**config.mk**
```make
export PLATFORM = sky130hd
export DESIGN_NAME = bus_hold_arbiter
export DESIGN_NICKNAME = d
export VERILOG_FILES = /design/src/rtl/bus_hold_pkg.sv /design/src/rtl/req_sync.sv /design/src/rtl/cycle_eligibility.sv /design/src/rtl/hold_ctrl.sv /design/src/rtl/bus_hold_arbiter.sv
export SDC_FILE = /design/constraint.sdc
export NUM_CORES = 1
export LEC_CHECK = 0
export BUFFER_PORTS_ARGS = -buffer_cell sky130_fd_sc_hd__buf_4
export CAP_MARGIN = 10
export CORE_AREA = 2 2 39 41
export CTS_CLUSTER_DIAMETER = 120
export DETAILED_ROUTE_END_ITERATION = 6
export DIE_AREA = 0 0 41 43
export GPL_TIMING_DRIVEN = 0
export PLACE_DENSITY_LB_ADDON = 0.25
export SLEW_MARGIN = 20
export SYNTH_ARGS = -nofsm -noshare
export SYNTH_HDL_FRONTEND = slang
export SYNTH_SLANG_ARGS = --single-unit
```
**constraint.sdc**
```tcl
create_clock -name clk -period 1.3 [get_ports clk]
set_clock_uncertainty 0.15 [all_clocks]
set_input_delay 0.065 -clock clk [delete_from_list [all_inputs] [get_ports clk]]
set_output_delay 0.065 -clock clk [all_outputs]
set_load 0.02 [all_outputs]
```
**src/rtl/bus_hold_pkg.sv**
```systemverilog
package bus_hold_pkg;
  localparam int PHASE_W = 3;

  typedef enum logic [PHASE_W-1:0] {
    PH_IDLE = 3'd0,
    PH_T1   = 3'd1,
    PH_T2   = 3'd2,
    PH_T3   = 3'd3,
    PH_TW   = 3'd4,
    PH_T4   = 3'd5
  } bus_phase_e;
endpackage

```
**src/rtl/req_sync.sv**
```systemverilog
module req_sync #(
  parameter int STAGES = 2
) (
  input  logic clk,
  input  logic rst,
  input  logic async_in,
  output logic sync_out
);
  logic [STAGES-1:0] chain_q;

  generate
    for (genvar s = 0; s < STAGES; s++) begin : g_stage
      always_ff @(posedge clk) begin
        if (rst) begin
          chain_q[s] <= 1'b0;
        end else begin
          chain_q[s] <= (s == 0) ? async_in : chain_q[(s == 0) ? 0 : s-1];
        end
      end
    end
  endgenerate

  assign sync_out = chain_q[STAGES-1];

  generate
    if (STAGES == 2) begin : g_chk2

      sync_delay_chk: assert property (@(posedge clk) disable iff (rst)
        $rose(sync_out) |-> $past(async_in, 2));
    end
  endgenerate
endmodule

```
**src/rtl/cycle_eligibility.sv**
```systemverilog
module cycle_eligibility
  import bus_hold_pkg::*;
(
  input  logic       clk,
  input  logic       rst,
  input  logic       req_s,
  input  bus_phase_e phase,
  input  logic       low_byte_half,
  input  logic       inta_first,
  input  logic       lock_active,
  output logic       handover_ok
);
  logic armed_q;
  logic early_phase;
  logic end_ok;

  assign early_phase = (phase == PH_T1) || (phase == PH_T2);

  always_ff @(posedge clk) begin
    if (rst || !req_s || phase == PH_T4) begin
      armed_q <= 1'b0;
    end else if (early_phase) begin
      armed_q <= 1'b1;
    end
  end

  assign end_ok = (phase == PH_T4) && armed_q && !low_byte_half && !inta_first;

  assign handover_ok = req_s && !lock_active && ((phase == PH_IDLE) || end_ok);


  late_no_arm_chk: assert property (@(posedge clk) disable iff (rst)
    ((phase == PH_T3 || phase == PH_TW) && !armed_q) |=> !armed_q);
endmodule

```
**src/rtl/hold_ctrl.sv**
```systemverilog
module hold_ctrl (
  input  logic clk,
  input  logic rst,
  input  logic req_s,
  input  logic handover_ok,
  output logic hold_ack,
  output logic bus_float
);
  logic ack_q;
  logic float_q;
  logic ack_next;

  assign ack_next = ack_q ? req_s : handover_ok;

  always_ff @(posedge clk) begin
    if (rst) begin
      ack_q   <= 1'b0;
      float_q <= 1'b0;
    end else begin
      ack_q   <= ack_next;
      float_q <= ack_next | ack_q;
    end
  end

  assign hold_ack  = ack_q;
  assign bus_float = float_q;


  release_chk: assert property (@(posedge clk) disable iff (rst)
    (hold_ack && !req_s) |=> !hold_ack);


  float_tail_chk: assert property (@(posedge clk) disable iff (rst)
    $fell(hold_ack) |-> bus_float);
endmodule

```
**src/rtl/bus_hold_arbiter.sv**
```systemverilog
module bus_hold_arbiter
  import bus_hold_pkg::*;
#(
  parameter int SYNC_STAGES = 2
) (
  input  logic               clk,
  input  logic               rst,
  input  logic               hold_req,
  input  logic [PHASE_W-1:0] cycle_phase,
  input  logic               low_byte_half,
  input  logic               inta_first,
  input  logic               lock_active,
  output logic               hold_ack,
  output logic               bus_float
);
  logic       req_s;
  logic       handover_ok;
  bus_phase_e phase;

  assign phase = bus_phase_e'(cycle_phase);

  req_sync #(.STAGES(SYNC_STAGES)) i_sync (
    .clk(clk), .rst(rst), .async_in(hold_req), .sync_out(req_s)
  );

  cycle_eligibility i_elig (
    .clk(clk), .rst(rst), .req_s(req_s), .phase(phase),
    .low_byte_half(low_byte_half), .inta_first(inta_first),
    .lock_active(lock_active), .handover_ok(handover_ok)
  );

  hold_ctrl i_ctrl (
    .clk(clk), .rst(rst), .req_s(req_s), .handover_ok(handover_ok),
    .hold_ack(hold_ack), .bus_float(bus_float)
  );


  float_covers_ack_chk: assert property (@(posedge clk) disable iff (rst)
    hold_ack |-> bus_float);


  lock_hold_chk: assert property (@(posedge clk) disable iff (rst)
    (!hold_ack && lock_active) |=> !hold_ack);


  low_byte_block_chk: assert property (@(posedge clk) disable iff (rst)
    (!hold_ack && phase == PH_T4 && low_byte_half) |=> !hold_ack);


  inta_block_chk: assert property (@(posedge clk) disable iff (rst)
    (!hold_ack && phase == PH_T4 && inta_first) |=> !hold_ack);


  idle_grant_chk: assert property (@(posedge clk) disable iff (rst)
    (!hold_ack && req_s && phase == PH_IDLE && !lock_active) |=> hold_ack);


  mid_cycle_chk: assert property (@(posedge clk) disable iff (rst)
    (!hold_ack && phase != PH_IDLE && phase != PH_T4) |=> !hold_ack);
endmodule

```
==> impl_metrics.env, run 1 <==
export IMPL_antenna_found_initial=0
export IMPL_fin_crit_sh_pct=98.5
export IMPL_finalCriticalPeriod_ns=1.28
export IMPL_cts_tree="built"
export IMPL_track_usage_pct=6.33
export IMPL_synth_area_leaders="dfxtp_1, a211oi_2, nand2b_1"
export IMPL_first_pass_iters=1
export IMPL_rsz0062_at_grt="no"
export IMPL_syn_area_um2=200
export IMPL_ant_nets=0
export IMPL_worstHoldPathCells=3
export IMPL_drv_slew=0
export IMPL_p_total_w=0.000384
export IMPL_startpoint_type="input pin"
export IMPL_cap_violations=0
export IMPL_r2r_start="i_elig.armed_q"
export IMPL_start_util_pct=14.5
export IMPL_numPortBuffers=10
export IMPL_rows=14
export IMPL_swShare_pct=20.6
export IMPL_leakage_nw=0.139
export IMPL_ys_seq_elements=5
export IMPL_design_area_um2=358
export IMPL_drive_gt1_share_pct=44.4
export IMPL_clock_sinks=5
export IMPL_layoutNonFillerInstCount=52
export IMPL_drc=0
export IMPL_die_h_um=43
export IMPL_synthToLayoutAreaGrowth_pct=78.7
export IMPL_setup_viol=0
export IMPL_synth_area_leader_cell="dfxtp_1"
export IMPL_dieArea_um2=1760
export IMPL_htreeDepth=1
export IMPL_startpoint="lock_active"
export IMPL_end_kind="register"
export IMPL_cts_made_buffers=3
export IMPL_placed_cells=45
export IMPL_diodes=0
export IMPL_vias=207
export IMPL_fill_cells=155
export IMPL_wl_um=473
export IMPL_path_clk_slew_ns=0.04
export IMPL_regArea_um2=100
export IMPL_root_buffer="clkbuf_4"
export IMPL_synth_nets=28
export IMPL_combPwrFrac_pct=12.3
export IMPL_hp_class="in -> reg"
export IMPL_die_x_um=41
export IMPL_synthCells=19
export IMPL_path_max_fanout=2
export IMPL_worstSetupPathType="in -> reg"
export IMPL_p_seq_share_pct=41.3
export IMPL_grt_max_degree=5
export IMPL_clock_latency_ns=0.24
export IMPL_required_ns=1.32
export IMPL_powerDensity_nw_per_um2=1070
export IMPL_fp_coreArea_um2=1380
export IMPL_synth_seq_area_share_pct=50.0
export IMPL_synth_top_cell_area_share_pct=50.0
export IMPL_worstMarginPinSlew_ns=0.225
export IMPL_pre_cts_ws_ns=0.145
export IMPL_p_switching_w=0.0000791
export IMPL_ir_worst_vdd_mv=0.691
export IMPL_multi_input_area_um2=106
export IMPL_hp_start="cycle_phase[2]"
export IMPL_arrival_ns=1.30
export IMPL_fmax_mhz=781
export IMPL_ios=11
export IMPL_place_gp_congestion=0.539
export IMPL_clockBufferDepth=2
export IMPL_nets=46
export IMPL_grt_pass1_vias=176
export IMPL_relSlewSlack_pct=84.9
export IMPL_fin_ws_ns=0.0201
export IMPL_postPlaceCellArea_um2=295
export IMPL_wl_per_cell_um=9.10
export IMPL_tns_ns=0
export IMPL_grt_pass1_wl_um=655
export IMPL_ys_warn_count=0
export IMPL_outcome="complete, no violations"
export IMPL_yosysUniqueCellTypes=11
export IMPL_overflow=0
export IMPL_pwr_share_clk_pct=46.4
export IMPL_drt_initial_drc_count=0
export IMPL_syn_area_per_cell_um2=10.5
export IMPL_hold_violations=0
export IMPL_reg2reg_depth=3
export IMPL_power_internal_w=0.000305
export IMPL_vias_per_cell=3.98
==> repair_timing <==
action,in CTS,in global routing
setup endpoints to repair,0,1
setup buffers,0,0
gates resized for setup,0,1
hold buffers,3,0
hold endpoints to repair,5,0
==> area by class of cell <==
type | instances | share of cell area (%)
Clock buffer | 4 | 7.34
Multi-Input combinational cell | 14 | 29.7
Sequential cell | 5 | 28.0
Tap cell | 16 | 5.59
Timing Repair Buffer | 13 | 29.4
==> layout by cell type, fill, tap and decap left out, types with 2 or more instances in the layout <==
| master | netlist | final |
|---|---|---|
| dlygate4sd3_1 | 0 | 3 |
| nand2b_1 | 2 | 2 |
| nor2_1 | 3 | 3 |
| dfxtp_1 | 5 | 5 |
| nor2b_1 | 2 | 2 |
| buf_4 | 0 | 10 |
| clkbuf_4 | 0 | 3 |
==> stage by stage <==
| stage | util [%] | hold WS (ns) |
|---|---|---|
| after floorplan | - | -0.0204 |
| after global placement | 21.3 | 0.103 |
| after detailed placement | 21.3 | 0.106 |
| after CTS | 25.4 | 0.0259 |
| after global routing | 25.9 | 0.0541 |
| final | 25.9 | 0.0426 |
==> routing by layer <==
layer	global-route usage, %	routed length (um)
met3	7.85	72
met4	4.00	6
met2	7.50	192
met1	5.81	201
met5	0	0
==> power groups by stage <==
stage / combinational, W / sequential (W) / clock, W
finish: 0.0000473 / 0.000158 / 0.000178
global route: 0.0000513 / 0.000159 / 0.000201
CTS: 0.0000456 / 0.000158 / 0.000190
detailed placement: 0.0000383 / 0.000161 / 0
global placement: 0.0000371 / 0.000161 / 0
floorplan: 0.0000136 / 0.000161 / 0
==> synth_stat cells <==
cell,count
nand4bb_1,1
nor4_1,1
nand2b_1,2
dfxtp_1,5
a21oi_1,1
nor2b_1,2
a2bb2oi_1,1
or3_4,1
a211oi_2,1
nor2_1,3
xnor2_1,1
==> sequential cells by signal, summed over array words and instances, names as in the netlist <==
signal,count
i_sync.chain_q,1
i_ctrl.bus_float,1
i_ctrl.hold_ack,1
i_elig.armed_q,1
i_sync.sync_out,1
==> path summary, 6_finish.rpt <==
| kind | to | slack [ns] |
|---|---|---|
| worst max register to register | i_ctrl.bus_float | 0.14 |
| worst max-delay path | i_ctrl.bus_float | 0.02 |
| worst min register to register | i_sync.sync_out | 0.28 |
| worst min-delay path | i_elig.armed_q | 0.04 |
==> logic make-up (layout without fill, tap and decap cells) <==
logic type	after synthesis	after routing	share of synthesized area, %
AO/OA/AOI/OAI	3	3	13.1
buffers and inverters	0	17	0
AND/OR/NAND/NOR	10	10	32.5
flip-flops	5	5	50.0
XOR/XNOR	1	1	4.38
==> critical path, cell delays in order <==
cell           delay [ns]
dlygate4sd3_1        0.53
buf_4                0.14
or3_4                0.39
a211oi_2             0.17
Note: power is estimated with default switching activity, not from simulation.
==> inputs of run 2 (changes only) <==
- GPL_TIMING_DRIVEN: 0 -> 1
==> impl_metrics.env, run 2 (synthesized netlist as in run 1, its figures left out) <==
export IMPL_crit_chain="nand4bb_1 -> or3_4 -> a211oi_2"
export IMPL_grt_pass1_wl_um=696
export IMPL_fp_coreArea_um2=1380
export IMPL_required_ns=1.31
export IMPL_r2r_slack_ns=0.12
export IMPL_setup_viol=0
export IMPL_rows=14
export IMPL_relSlewSlack_pct=82.7
export IMPL_drt_initial_drc_count=2
export IMPL_worstMarginPinSlew_ns=0.257
export IMPL_grt_max_degree=5
export IMPL_r2r_start="i_elig.armed_q"
export IMPL_worstHoldPathCells=3
export IMPL_synthToLayoutAreaGrowth_pct=76.9
export IMPL_track_usage_pct=6.54
export IMPL_layout_common_cells="buf_4, dfxtp_1, nor2_1, clkbuf_4"
export IMPL_powerDensity_nw_per_um2=1080
export IMPL_start_util_pct=14.5
export IMPL_clock_sinks=5
export IMPL_fin_crit_sh_pct=90.6
export IMPL_fill_cells=162
export IMPL_antenna_found_initial=0
export IMPL_drv_slew=0
export IMPL_hp_start="cycle_phase[2]"
export IMPL_crit_path_max_incr_delay_ns=0.35
export IMPL_drive_gt1_share_pct=41.7
export IMPL_ant_nets=0
export IMPL_leakage_nw=0.148
export IMPL_wl_um=458
export IMPL_fmax_mhz=849
export IMPL_ios=11
export IMPL_htreeDepth=1
export IMPL_diodes=0
export IMPL_path_clk_slew_ns=0.04
export IMPL_regArea_um2=100
export IMPL_clockBufferDepth=2
export IMPL_worstSetupPathType="reg -> reg"
export IMPL_rsz0062_at_grt="no"
export IMPL_root_buffer="clkbuf_4"
export IMPL_cts_made_buffers=3
export IMPL_tns_ns=0
export IMPL_hp_class="in -> reg"
export IMPL_die_h_um=43
export IMPL_nets=46
export IMPL_first_pass_iters=4
export IMPL_reg2reg_depth=3
export IMPL_clock_latency_ns=0.24
export IMPL_layout_commonest_cell="buf_4"
export IMPL_overflow=0
export IMPL_arrival_ns=1.19
export IMPL_wl_per_cell_um=8.81
export IMPL_cap_violations=0
export IMPL_multi_input_area_um2=100
export IMPL_outcome="complete, no violations"
export IMPL_end_kind="register"
export IMPL_grt_pass1_vias=189
export IMPL_dieArea_um2=1760
export IMPL_hold_violations=0
export IMPL_final_core_util_pct=25.6
export IMPL_die_x_um=41
export IMPL_vias_per_cell=3.73
export IMPL_hold_end="i_elig.armed_q"
export IMPL_rr_endpoint="i_ctrl.bus_float"
export IMPL_startpoint_type="register"
export IMPL_slowest_stage="or3_4"
export IMPL_drc=0
export IMPL_vias=194
export IMPL_numPortBuffers=10
export IMPL_place_gp_congestion=0.532
export IMPL_cts_tree="built"
export IMPL_ir_worst_vdd_mv=0.452
export IMPL_finalCriticalPeriod_ns=1.18
export IMPL_path_max_fanout=2
## run 2: cell count changes in the layout (fill, tap and decap cells not counted)
cell / previous run / this run
dlygate4sd3_1: 3 / 2
nor4_1: 0 / 1
nor4_2: 1 / 0
dlymetal6s4s_1: 0 / 1
## run 2: worst max path at each step
stage | slack, ns | startpoint | depth (start not counted) | end
after global routing | 0.04 | i_elig.armed_q | 3 | i_ctrl.bus_float
after global placement | 0.15 | i_elig.armed_q | 3 | i_ctrl.bus_float
final | 0.12 | i_elig.armed_q | 3 | i_ctrl.bus_float
after detailed placement | 0.14 | i_elig.armed_q | 3 | i_ctrl.bus_float
after CTS | 0.005 | lock_active | 4 | i_ctrl.bus_float
after floorplan | 0.19 | i_elig.armed_q | 3 | i_ctrl.bus_float
## run 2: layer usage
metal | global-route usage (%) | vias to the layer above | wire length, um | part of all wire [%]
li1 | - | 100 | - | -
met4 | 4.00 | 0 | 0 | 0
met3 | 6.28 | 0 | 69 | 15
met1 | 6.47 | 83 | 188 | 41
met2 | 8.44 | 11 | 200 | 44
met5 | 0 | - | 0 | 0
## run 2: through the flow
stage	instance area [um2]	power (W)	hold slack (ns)	worst slack [ns]	cells
floorplan	200	0.000175	-0.0204	0.185	19
global placement	295	0.000199	0.104	0.153	45
detailed placement	295	0.000199	0.108	0.141	45
CTS	352	0.000393	0.0104	0.00477	52
global route	354	0.000406	0.0417	0.0404	52
finish	354	0.000382	0.0200	0.122	52
## run 2: worst max-delay path, delay by kind of cell (launching register included)
family	cells	cell delay (ns)
flops	1	0.32
simple gates	2	0.45
compound gates	1	0.18
## run 2: report_power, final
| group | internal [W] | switching [W] |
|---|---|---|
| combinational | 0.0000315 | 0.0000143 |
| clock | 0.000116 | 0.0000617 |
| sequential | 0.000157 | 0.00000109 |
## run 2: cell type report
type,count,area share [%]
clock buffer,4,7.42
multi-input combinational,14,28.3
sequential,5,28.3
tap,16,5.65
timing repair buffer,13,30.4
## run 2: repair_timing
item | 4_1_cts | 5_1_grt
setup buffers | 0 | 0
endpoints found under the hold margin | 5 | 0
gates resized for setup | 0 | 1
hold buffers | 3 | 0
setup endpoints to repair | 0 | 1
==> inputs of run 3 (changes only) <==
- SYNTH_HIERARCHICAL: not set -> 1
==> impl_metrics.env, run 3 <==
export IMPL_outcome="complete, no violations"
export IMPL_hp_class="in -> reg"
export IMPL_layout_commonest_cell="buf_4"
export IMPL_clock_latency_ns=0.24
export IMPL_cap_violations=0
export IMPL_wl_um=443
export IMPL_first_pass_iters=1
export IMPL_ctsHoldBuffers=2
export IMPL_async_flop_share_pct=0
export IMPL_crit_path_max_incr_delay_ns=0.32
export IMPL_fmax_mhz=859
export IMPL_synth_edf_count=0
export IMPL_postCtsSetupRepairBufs=0
export IMPL_overflow=0
export IMPL_leakage_nw=0.142
export IMPL_rsz0062_at_grt="no"
export IMPL_yosysUniqueCellTypes=11
export IMPL_end_kind="register"
export IMPL_synthFlopType="dfxtp_1"
export IMPL_ys_seq_elements=5
export IMPL_ant_nets=0
export IMPL_synth_top_family_by_area="simple AND/OR/NAND/NOR gates"
export IMPL_ir_worst_vdd_mv=0.363
export IMPL_synth_compound_area_share_pct=9.03
export IMPL_die_x_um=41
export IMPL_synth_seq_area_share_pct=51.6
export IMPL_dieArea_um2=1760
export IMPL_crit_family="simple AND/OR/NAND/NOR gates"
export IMPL_grt_pass1_vias=206
export IMPL_rows=14
export IMPL_synthTopCellsByCount="dfxtp_1, nor2_1, nor2b_1"
export IMPL_grt_max_degree=6
export IMPL_synth_area_leader_cell="dfxtp_1"
export IMPL_crit_chain="nand3_1 -> o32ai_1 -> and3_1 -> nor2_1 -> nor2_1"
export IMPL_hold_violations=0
export IMPL_regArea_um2=100
export IMPL_drc=0
export IMPL_nets=45
export IMPL_track_usage_pct=6.55
export IMPL_wl_per_cell_um=8.69
export IMPL_setup_viol=0
export IMPL_cp_common_cell="nor2_1"
export IMPL_synthToLayoutAreaGrowth_pct=72.9
export IMPL_synth_nets=28
export IMPL_drive_gt1_share_pct=40.0
export IMPL_fin_ws_ns=0.136
export IMPL_synthSimpleGateAreaFrac_pct=29.7
export IMPL_cts_tree="built"
export IMPL_tns_ns=0
export IMPL_diodes=0
export IMPL_die_h_um=43
export IMPL_clock_sinks=5
export IMPL_vias=191
export IMPL_root_buffer="clkbuf_4"
export IMPL_place_gp_congestion=0.545
export IMPL_antenna_found_initial=0
export IMPL_cts_resized=0
export IMPL_powerDensity_nw_per_um2=1130
export IMPL_fill_cells=149
export IMPL_fin_crit_sh_pct=89.5
export IMPL_arrival_ns=1.19
export IMPL_start_util_pct=14.0
export IMPL_yosys_area_share_adder_pct=0
export IMPL_required_ns=1.32
export IMPL_syn_area_per_cell_um2=10.2
export IMPL_path_max_fanout=2
export IMPL_relSlewSlack_pct=85.6
export IMPL_worstSetupPathType="reg -> reg"
export IMPL_synth_most_common_cell="dfxtp_1"
export IMPL_synth_top_cell_area_share_pct=51.6
export IMPL_fp_coreArea_um2=1380
export IMPL_cp_num_buf_inv=0
export IMPL_synthCells=19
export IMPL_finalCriticalPeriod_ns=1.16
export IMPL_syn_area_um2=194
export IMPL_synth_mux_area_share_pct=5.16
export IMPL_slowest_stage="dfxtp_1"
export IMPL_synth_xor_area_share_pct=4.52
export IMPL_drv_slew=0
export IMPL_startpoint_type="register"
export IMPL_vias_per_cell=3.75
export IMPL_clockBufferDepth=2
export IMPL_layout_common_cells="buf_4, dfxtp_1, nor2_1"
export IMPL_worstMarginPinSlew_ns=0.215
export IMPL_path_clk_slew_ns=0.04
export IMPL_ios=11
export IMPL_ys_warn_count=6
export IMPL_synth_area_leaders="dfxtp_1, nor2_1, nor2b_1"
export IMPL_grt_pass1_wl_um=724
export IMPL_numPortBuffers=10
export IMPL_multi_input_area_um2=93.8
export IMPL_dp_hpwl_um=318
export IMPL_htreeDepth=1
export IMPL_cts_made_buffers=3
export IMPL_pre_cts_ws_ns=0.136
export IMPL_drt_initial_drc_count=0
run 3: final cells by class:
type / count / area share [%]
tap: 16 / 5.97
sequential: 5 / 29.9
clock buffer: 4 / 7.84
timing repair buffer: 12 / 28.4
multi-input combinational: 14 / 28.0
run 3: final timing paths:
check / from / endpoint / slack (ns) / cells past startpoint
worst min register to register: i_sync/chain_q[0] / i_sync/sync_out / 0.30 / 1
worst max-delay path: i_elig/armed_q / i_ctrl/bus_float / 0.14 / 5
worst min-delay path: cycle_phase[2] / i_elig/armed_q / 0.07 / 3
worst max register to register: i_elig/armed_q / i_ctrl/bus_float / 0.14 / 5
run 3: worst register-to-register path, stage by stage, from the launching register on:
cell	delay, ns
dfxtp_1	0.32
nand3_1	0.06
o32ai_1	0.22
and3_1	0.21
nor2_1	0.05
nor2_1	0.09
run 3: where the power goes:
group	internal, W	switching (W)	leakage [nW]	total, W
Sequential	0.000157	0.00000124	0.0407	0.000159
Combinational	0.0000285	0.0000138	0.0861	0.0000424
Clock	0.000116	0.0000624	0.0150	0.000178
run 3: stage by stage:
| step | hold WS [ns] | utilization, % | instances | area, um2 | power [W] |
|---|---|---|---|---|---|
| after floorplan | -0.0155 | - | 19 | 194 | 0.000174 |
| after global placement | 0.119 | 20.9 | 45 | 289 | 0.000198 |
| after detailed placement | 0.125 | 20.9 | 45 | 289 | 0.000199 |
| after CTS | 0.0656 | 24.2 | 51 | 335 | 0.000390 |
| after global routing | 0.114 | 24.2 | 51 | 335 | 0.000405 |
| final | 0.0659 | 24.2 | 51 | 335 | 0.000379 |
run 3: cells by family (layout without fill, tap and decap cells):
kind of cell	count (synthesis)	in the layout
AOI/OAI and AO/OA	2	2
DFF	5	5
xor gates and xnor gates	1	1
muxes	1	1
and+or+nand+nor	10	10
buffers and inverters	0	16
run 3: routing by layer:
metal	global-route usage (%)	wire length, um	vias to the layer above
met1	7.79	181	83
met5	0	0	-
met3	3.66	82	0
met4	6.00	0	0
met2	7.81	179	11
li1	-	-	97
